File: config.mk
export PLATFORM = sky130hd
export DESIGN_NAME = bitport_ctrl
export DESIGN_NICKNAME = d
export VERILOG_FILES = /design/src/rtl/bpc_pkg.sv /design/src/rtl/bpc_seq.sv /design/src/rtl/bpc_match.sv /design/src/rtl/bpc_data.sv /design/src/rtl/bitport_ctrl.sv
export SDC_FILE = /design/constraint.sdc
export NUM_CORES = 1
export LEC_CHECK = 0
export ABC_AREA = 1
export ABC_CLOCK_PERIOD_IN_PS = 2000
export CORE_MARGIN = 4
export CORE_UTILIZATION = 29
export CTS_CLUSTER_DIAMETER = 200
export DETAILED_ROUTE_END_ITERATION = 10
export GPL_TIMING_DRIVEN = 0
export PLACE_DENSITY = 0.5
export SLEW_MARGIN = 20
export SYNTH_ARGS = -nofsm -noshare
export SYNTH_HDL_FRONTEND = slang
export SYNTH_SLANG_ARGS = --single-unit
export TNS_END_PERCENT = 50
File: constraint.sdc
create_clock -name clk -period 2 [get_ports clk]
set_input_delay 0.3 -clock clk [delete_from_list [all_inputs] [get_ports clk]]
set_output_delay 0.3 -clock clk [all_outputs]
set_load 0.02 [all_outputs]
File: src/rtl/bpc_pkg.sv
package bpc_pkg;

    localparam int BYTE_W = 8;
    localparam int MODE_W = 2;

    typedef enum logic [1:0] {
        SEQ_IDLE = 2'd0,
        SEQ_DIR  = 2'd1,
        SEQ_MASK = 2'd2
    } seq_t;

    typedef enum logic [2:0] {
        WT_NONE,
        WT_MODE,
        WT_ICW,
        WT_EDW,
        WT_VEC
    } word_t;

    localparam logic [MODE_W-1:0] MODE_OUT   = 2'b00;
    localparam logic [MODE_W-1:0] MODE_IN    = 2'b01;
    localparam logic [MODE_W-1:0] MODE_BIDIR = 2'b10;
    localparam logic [MODE_W-1:0] MODE_BIT   = 2'b11;

    // Word-type decode from the low bits; mode pattern is checked first
    // because it also satisfies the interrupt-condition pattern.
    function automatic word_t classify(input logic [BYTE_W-1:0] b);
        if (b[3:0] == 4'b1111)      return WT_MODE;
        else if (b[2:0] == 3'b111)  return WT_ICW;
        else if (b[3:0] == 4'b0011) return WT_EDW;
        else if (!b[0])             return WT_VEC;
        else                        return WT_NONE;
    endfunction

endpackage

File: src/rtl/bpc_seq.sv
module bpc_seq
    import bpc_pkg::*;
(
    input  logic                clk,
    input  logic                rst_n,
    input  logic                wr_en,
    input  logic                cmd_sel,
    input  logic [BYTE_W-1:0]   wr_data,
    input  logic                m1_pulse,
    output logic [MODE_W-1:0]   mode_q,
    output logic [BYTE_W-1:0]   dir_q,
    output logic [BYTE_W-1:0]   mask_q,
    output logic [BYTE_W-1:0]   vec_q,
    output logic                and_fn_q,
    output logic                act_hi_q,
    output logic                en_live_q,
    output logic                clr_pend,
    output seq_t                st_q
);

    seq_t  st_d;
    word_t wt;
    logic  ctl_wr;
    logic  arm_q;

    assign ctl_wr = wr_en & cmd_sel;
    assign wt     = classify(wr_data);

    // state register
    always_ff @(posedge clk or negedge rst_n) begin
        if (!rst_n) st_q <= SEQ_IDLE;
        else        st_q <= st_d;
    end

    // next-state logic
    always_comb begin
        st_d = st_q;
        unique case (st_q)
            SEQ_IDLE: begin
                if (ctl_wr && wt == WT_MODE && wr_data[7:6] == MODE_BIT)
                    st_d = SEQ_DIR;
                else if (ctl_wr && wt == WT_ICW && wr_data[4])
                    st_d = SEQ_MASK;
            end
            SEQ_DIR:  if (ctl_wr) st_d = SEQ_IDLE;
            SEQ_MASK: if (ctl_wr) st_d = SEQ_IDLE;
            default:  st_d = SEQ_IDLE;
        endcase
    end

    assign clr_pend = ctl_wr && (st_q == SEQ_IDLE) && (wt == WT_ICW) && wr_data[4];

    // programming registers
    always_ff @(posedge clk or negedge rst_n) begin
        if (!rst_n) begin
            mode_q    <= MODE_IN;
            dir_q     <= '1;
            mask_q    <= '1;
            vec_q     <= '0;
            and_fn_q  <= 1'b0;
            act_hi_q  <= 1'b0;
            en_live_q <= 1'b0;
            arm_q     <= 1'b0;
        end else if (ctl_wr) begin
            unique case (st_q)
                SEQ_IDLE: begin
                    unique case (wt)
                        WT_MODE: mode_q <= wr_data[7:6];
                        WT_ICW: begin
                            and_fn_q  <= wr_data[6];
                            act_hi_q  <= wr_data[5];
                            en_live_q <= 1'b0;
                            arm_q     <= wr_data[7];
                        end
                        WT_EDW: begin
                            en_live_q <= 1'b0;
                            arm_q     <= wr_data[7];
                        end
                        WT_VEC:  vec_q <= {wr_data[BYTE_W-1:1], 1'b0};
                        default: ;
                    endcase
                end
                SEQ_DIR:  dir_q  <= wr_data;
                SEQ_MASK: mask_q <= wr_data;
                default:  ;
            endcase
        end else if (m1_pulse && arm_q) begin
            en_live_q <= 1'b1;
            arm_q     <= 1'b0;
        end
    end

endmodule

File: src/rtl/bpc_match.sv
module bpc_match
    import bpc_pkg::*;
(
    input  logic                clk,
    input  logic                rst_n,
    input  logic [MODE_W-1:0]   mode,
    input  logic [BYTE_W-1:0]   dir,
    input  logic [BYTE_W-1:0]   mask,
    input  logic                and_fn,
    input  logic                act_hi,
    input  logic                en_live,
    input  logic                clr_pend,
    input  logic                ack,
    input  logic [BYTE_W-1:0]   pins,
    output logic                irq
);

    logic [BYTE_W-1:0] mon;
    logic [BYTE_W-1:0] hit;
    logic              match;
    logic              bit_mode;
    logic              match_q;
    logic              pend_q;

    // per-line monitor and level test
    for (genvar i = 0; i < BYTE_W; i++) begin : g_line
        assign mon[i] = dir[i] & ~mask[i];
        assign hit[i] = mon[i] & (act_hi ? pins[i] : ~pins[i]);
    end

    assign bit_mode = (mode == MODE_BIT);
    assign match    = (|mon) && (and_fn ? (hit == mon) : (|hit));

    always_ff @(posedge clk or negedge rst_n) begin
        if (!rst_n) begin
            match_q <= 1'b0;
            pend_q  <= 1'b0;
        end else begin
            match_q <= bit_mode && match;
            if (clr_pend || ack)
                pend_q <= 1'b0;
            else if (bit_mode && match && !match_q)
                pend_q <= 1'b1;
        end
    end

    assign irq = pend_q & en_live;

endmodule

File: src/rtl/bpc_data.sv
module bpc_data
    import bpc_pkg::*;
(
    input  logic                clk,
    input  logic                rst_n,
    input  logic                wr_en,
    input  logic                cmd_sel,
    input  logic [BYTE_W-1:0]   wr_data,
    input  logic                rd_en,
    input  logic [BYTE_W-1:0]   pins,
    input  logic [MODE_W-1:0]   mode,
    input  logic [BYTE_W-1:0]   dir,
    output logic [BYTE_W-1:0]   out_q,
    output logic [BYTE_W-1:0]   rd_data
);

    logic [BYTE_W-1:0] hold_q;

    always_ff @(posedge clk or negedge rst_n) begin
        if (!rst_n) begin
            out_q  <= '0;
            hold_q <= '0;
        end else begin
            if (wr_en && !cmd_sel) out_q <= wr_data;
            if (!rd_en)            hold_q <= pins;
        end
    end

    always_comb begin
        unique case (mode)
            MODE_BIT: rd_data = (out_q & ~dir) | (hold_q & dir);
            MODE_OUT: rd_data = out_q;
            default:  rd_data = hold_q;
        endcase
    end

endmodule

File: src/rtl/bitport_ctrl.sv
module bitport_ctrl
    import bpc_pkg::*;
(
    input  logic                clk,
    input  logic                rst_n,
    input  logic                wr_en,
    input  logic                cmd_sel,
    input  logic [BYTE_W-1:0]   wr_data,
    input  logic                rd_en,
    input  logic                m1_pulse,
    input  logic                irq_ack,
    input  logic [BYTE_W-1:0]   pins_in,
    output logic [BYTE_W-1:0]   port_out,
    output logic [BYTE_W-1:0]   port_dir,
    output logic [MODE_W-1:0]   port_mode,
    output logic [BYTE_W-1:0]   int_vector,
    output logic                irq,
    output logic [BYTE_W-1:0]   rd_data
);

    logic [BYTE_W-1:0] mask_w;
    logic              and_w;
    logic              hi_w;
    logic              live_w;
    logic              clr_w;
    seq_t              st_w;

    bpc_seq u_seq (
        .clk       (clk),
        .rst_n     (rst_n),
        .wr_en     (wr_en),
        .cmd_sel   (cmd_sel),
        .wr_data   (wr_data),
        .m1_pulse  (m1_pulse),
        .mode_q    (port_mode),
        .dir_q     (port_dir),
        .mask_q    (mask_w),
        .vec_q     (int_vector),
        .and_fn_q  (and_w),
        .act_hi_q  (hi_w),
        .en_live_q (live_w),
        .clr_pend  (clr_w),
        .st_q      (st_w)
    );

    bpc_match u_match (
        .clk      (clk),
        .rst_n    (rst_n),
        .mode     (port_mode),
        .dir      (port_dir),
        .mask     (mask_w),
        .and_fn   (and_w),
        .act_hi   (hi_w),
        .en_live  (live_w),
        .clr_pend (clr_w),
        .ack      (irq_ack),
        .pins     (pins_in),
        .irq      (irq)
    );

    bpc_data u_data (
        .clk     (clk),
        .rst_n   (rst_n),
        .wr_en   (wr_en),
        .cmd_sel (cmd_sel),
        .wr_data (wr_data),
        .rd_en   (rd_en),
        .pins    (pins_in),
        .mode    (port_mode),
        .dir     (port_dir),
        .out_q   (port_out),
        .rd_data (rd_data)
    );

endmodule

==> impl_metrics.env <==
export IMPL_dominantRegCellSynth="dfrtp_1"
export IMPL_avgViaCountPerCell=4.69
export IMPL_num_rows=33
export IMPL_hp_class="in2async"
export IMPL_cts_tree="done"
export IMPL_finalCriticalPeriod_ps=2100
export IMPL_clk_pin_slew_worst_paths_ps=100
export IMPL_initial_cell_density_of_the_core_pct=30.3
export IMPL_hold_viol_final=4
export IMPL_endpoint_kind="primary output"
export IMPL_report_final_setup_viol=8
export IMPL_clock_latency_ps=310
export IMPL_cts_htree_levels=2
export IMPL_seq_area_frac_synth_pct=49.4
export IMPL_grt_remaining_overflow=0
export IMPL_clkSinkCount=49
export IMPL_root_buffer="clkbuf_8"
export IMPL_setup_repair_after_global_routing_missed_its_margin="true"
export IMPL_dr_total_vias=2332
export IMPL_fin_hold_ws_ps=-5.99
export IMPL_timing_reg2reg_setup_slack_ps=450
export IMPL_run_status="finished, violations left"
export IMPL_dpl_instance_area_sq_um=3220
export IMPL_grt_pass1_vias=2323
export IMPL_synth_edff_count=0
export IMPL_vdd_drop_max_v=0.000549
export IMPL_slowest_delay_ps=580
export IMPL_synth_area_leader_cell="dfrtp_1"
export IMPL_timing_setup_tns_ps=-745
export IMPL_slew_limit_headroom_pct=56.3
export IMPL_report_final_slew_viol_count=0
export IMPL_dpl_hpwl_mm=5.63
export IMPL_cp_max_fo=4
export IMPL_layout_filler_cells=878
export IMPL_synth_cells_most_frequent="104 x nand2_1, 61 x o21ai_0, 44 x inv_1"
export IMPL_dr_pass1_iters=4
export IMPL_post_route_worst_setup_slack_ps=-104
export IMPL_synth_cell_types=24
export IMPL_finalCritPeriodShare_pct=105
export IMPL_design_die_area_sq_um=10300
export IMPL_post_layout_total_power_w=0.00435
export IMPL_place_gp_congestion=0.819
export IMPL_power_density_over_cell_area_nw_per_um2=1270
export IMPL_crit_arrival_ps=1800
export IMPL_worstPathCellList="inv_2 -> ha_4 -> inv_6 -> buf_4 -> o21ai_0 -> a32o_2 -> buf_6"
export IMPL_grtUsageTotal_pct=16.0
export IMPL_violations="hold timing, setup timing"
export IMPL_routedWlPerCell_um=15.8
export IMPL_syn_area_sq_um=2530
export IMPL_grt_antenna_before_repair=0
export IMPL_final_layout_size_suffix_gt1_share_pct=16.1
export IMPL_synth_warning_count=0
export IMPL_die_h_um=101
export IMPL_num_io_pins=58
export IMPL_drv_cap=0
export IMPL_netlist_area_leader_share_pct=31.7
export IMPL_die_width_um=101
export IMPL_synth_seq_cells=49
export IMPL_first_iter_violations=147
export IMPL_fmaxAchievable_mhz=475
export IMPL_finalWirelength_mm=7.83
export IMPL_grt_max_degree=50
export IMPL_worstMarginPinSlew_ps=655
export IMPL_area_growth_pct=35.1
export IMPL_grt_first_pass_wirelength_mm=12.7
export IMPL_post_synthesis_async_set_or_reset_flop_share_pct=100
export IMPL_clockBufferDepth=2
export IMPL_synth_net_count=352
export IMPL_design_final_nets=419
export IMPL_cp_required_ps=1700
export IMPL_critical_path_slowest_cell="dfstp_2"
export IMPL_core_area_sq_um=8340
export IMPL_drc=0
export IMPL_drt_antenna_violating_nets=0
export IMPL_fin_area_sq_um=3410
export IMPL_yosys_top_cells_area="dfrtp_1 32%, dfstp_2 18%, nand2_1 15%"
export IMPL_fin_worst_skew_ps=5.74
export IMPL_count_of_input_and_output_buffers=56
export IMPL_leakage_nw=1.60
export IMPL_cts_buffers=5
export IMPL_criticalPathCategory="reg2out"
export IMPL_post_synth_top_count_cell="nand2_1"
export IMPL_synthesis_instances=324
export IMPL_antenna_cells=0
export IMPL_utilization_pct=40.9
export IMPL_syn_avg_cell_area_sq_um=7.80
export IMPL_worstSetupStartpointType="register"
==> cell usage in the layout (no fill, tap or decap), types with 2 or more instances in the layout <==
master             n
clkbuf_1           2
a32o_2             7
inv_1             40
buf_8              3
nand4_1            2
ha_1               4
clkbuf_8           6
buf_6             10
a21oi_1            5
nor2_1            17
nand3_1            9
o21ai_0           52
inv_6              2
dfrtp_1           32
nor3_1             2
o21ai_1            9
inv_2              3
nand2_2            2
clkdlybuf4s50_1   47
dfstp_2           17
buf_4              4
buf_2              3
nand2_1          104
==> what timing repair did <==
| item | 4_1_cts | 5_1_grt |
|---|---|---|
| setup endpoints to repair | 8 | 8 |
| endpoints found under the hold margin | 0 | 0 |
| hold buffers | 0 | 0 |
| setup buffers | 3 | 0 |
| resized for setup | 64 | 15 |
| gates cloned | 1 | 0 |
| pin swaps | 5 | 4 |
==> metrics by stage <==
stage          setup WS, ps  instances  hold slack, ps
6_report               -104        497           -5.99
2_1_floorplan           101        324            4.41
5_1_grt                -163        497            53.1
4_1_cts                -117        497            34.2
3_3_place_gp           -920        485             457
3_5_place_dp           -562        485             381
==> registers in the layout, indices dropped and copies added, names as in the netlist <==
register,flops
u_seq.mode_q,2
u_seq.and_fn_q,1
u_data.out_q,8
u_seq.st_q,2
u_seq.vec_q,7
u_data.hold_q,8
u_seq.mask_q,8
u_seq.dir_q,8
u_seq.arm_q,1
u_seq.act_hi_q,1
u_seq.en_live_q,1
u_match.pend_q,1
u_match.match_q,1
==> where the power goes <==
group | total (W) | leakage (nW) | switching, W | internal, W
Clock | 0.000666 | 0.0518 | 0.000377 | 0.000288
Sequential | 0.00162 | 0.573 | 0.000245 | 0.00138
Combinational | 0.00207 | 0.978 | 0.00113 | 0.000932
==> kinds of logic (layout without fill, tap and decap cells) <==
logic type | count (synthesis) | in the layout | share of synthesized area (%)
and+or+nand+nor | 139 | 139 | 22.2
DFF | 49 | 49 | 49.4
buffers and inverters | 55 | 123 | 9.31
other | 1 | 1 | 0.148
AOI/OAI and AO/OA | 75 | 75 | 16.5
adders and majority gates | 5 | 5 | 2.48
==> routing by layer <==
layer	global-route usage [%]	up-vias	routed length [um]
met5	0	-	0
met4	4.91	0	126
met3	3.58	11	476
met2	22.4	69	3320
met1	24.4	1082	3910
li1	-	1170	-
==> area by class of cell <==
| cell class | count | area [sq um] | area share (%) |
|---|---|---|---|
| clock buffers | 6 | 82.6 | 2.42 |
| well taps | 105 | 131 | 3.85 |
| clock inverters | 2 | 17.5 | 0.513 |
| flip-flops and latches | 49 | 1250 | 36.5 |
| inverters | 46 | 189 | 5.53 |
| plain buffers | 9 | 77.6 | 2.27 |
| repair buffers | 60 | 603 | 17.7 |
| multi-input cells | 220 | 1070 | 31.2 |
==> worst paths after layout <==
check	start	endpoint	cells after the start
worst max register to register	u_seq.dir_q[6]	u_match.pend_q	8
worst min register to register	u_seq.en_live_q	u_seq.en_live_q	2
worst min-delay path	rst_n	u_data.hold_q[7]	1
max in group asynchronous	rst_n	u_data.out_q[5]	1
worst max-delay path	u_seq.mode_q[0]	rd_data[4]	7
min in group clk	u_seq.en_live_q	u_seq.en_live_q	2
==> critical path, delay by kind of cell (launching register included) <==
family          cells  cell delay (ps)
flops               1              580
buf+inv             4              380
compound gates      2              310
fa+ha+maj           1              220
(Power assumes the default switching activity.)
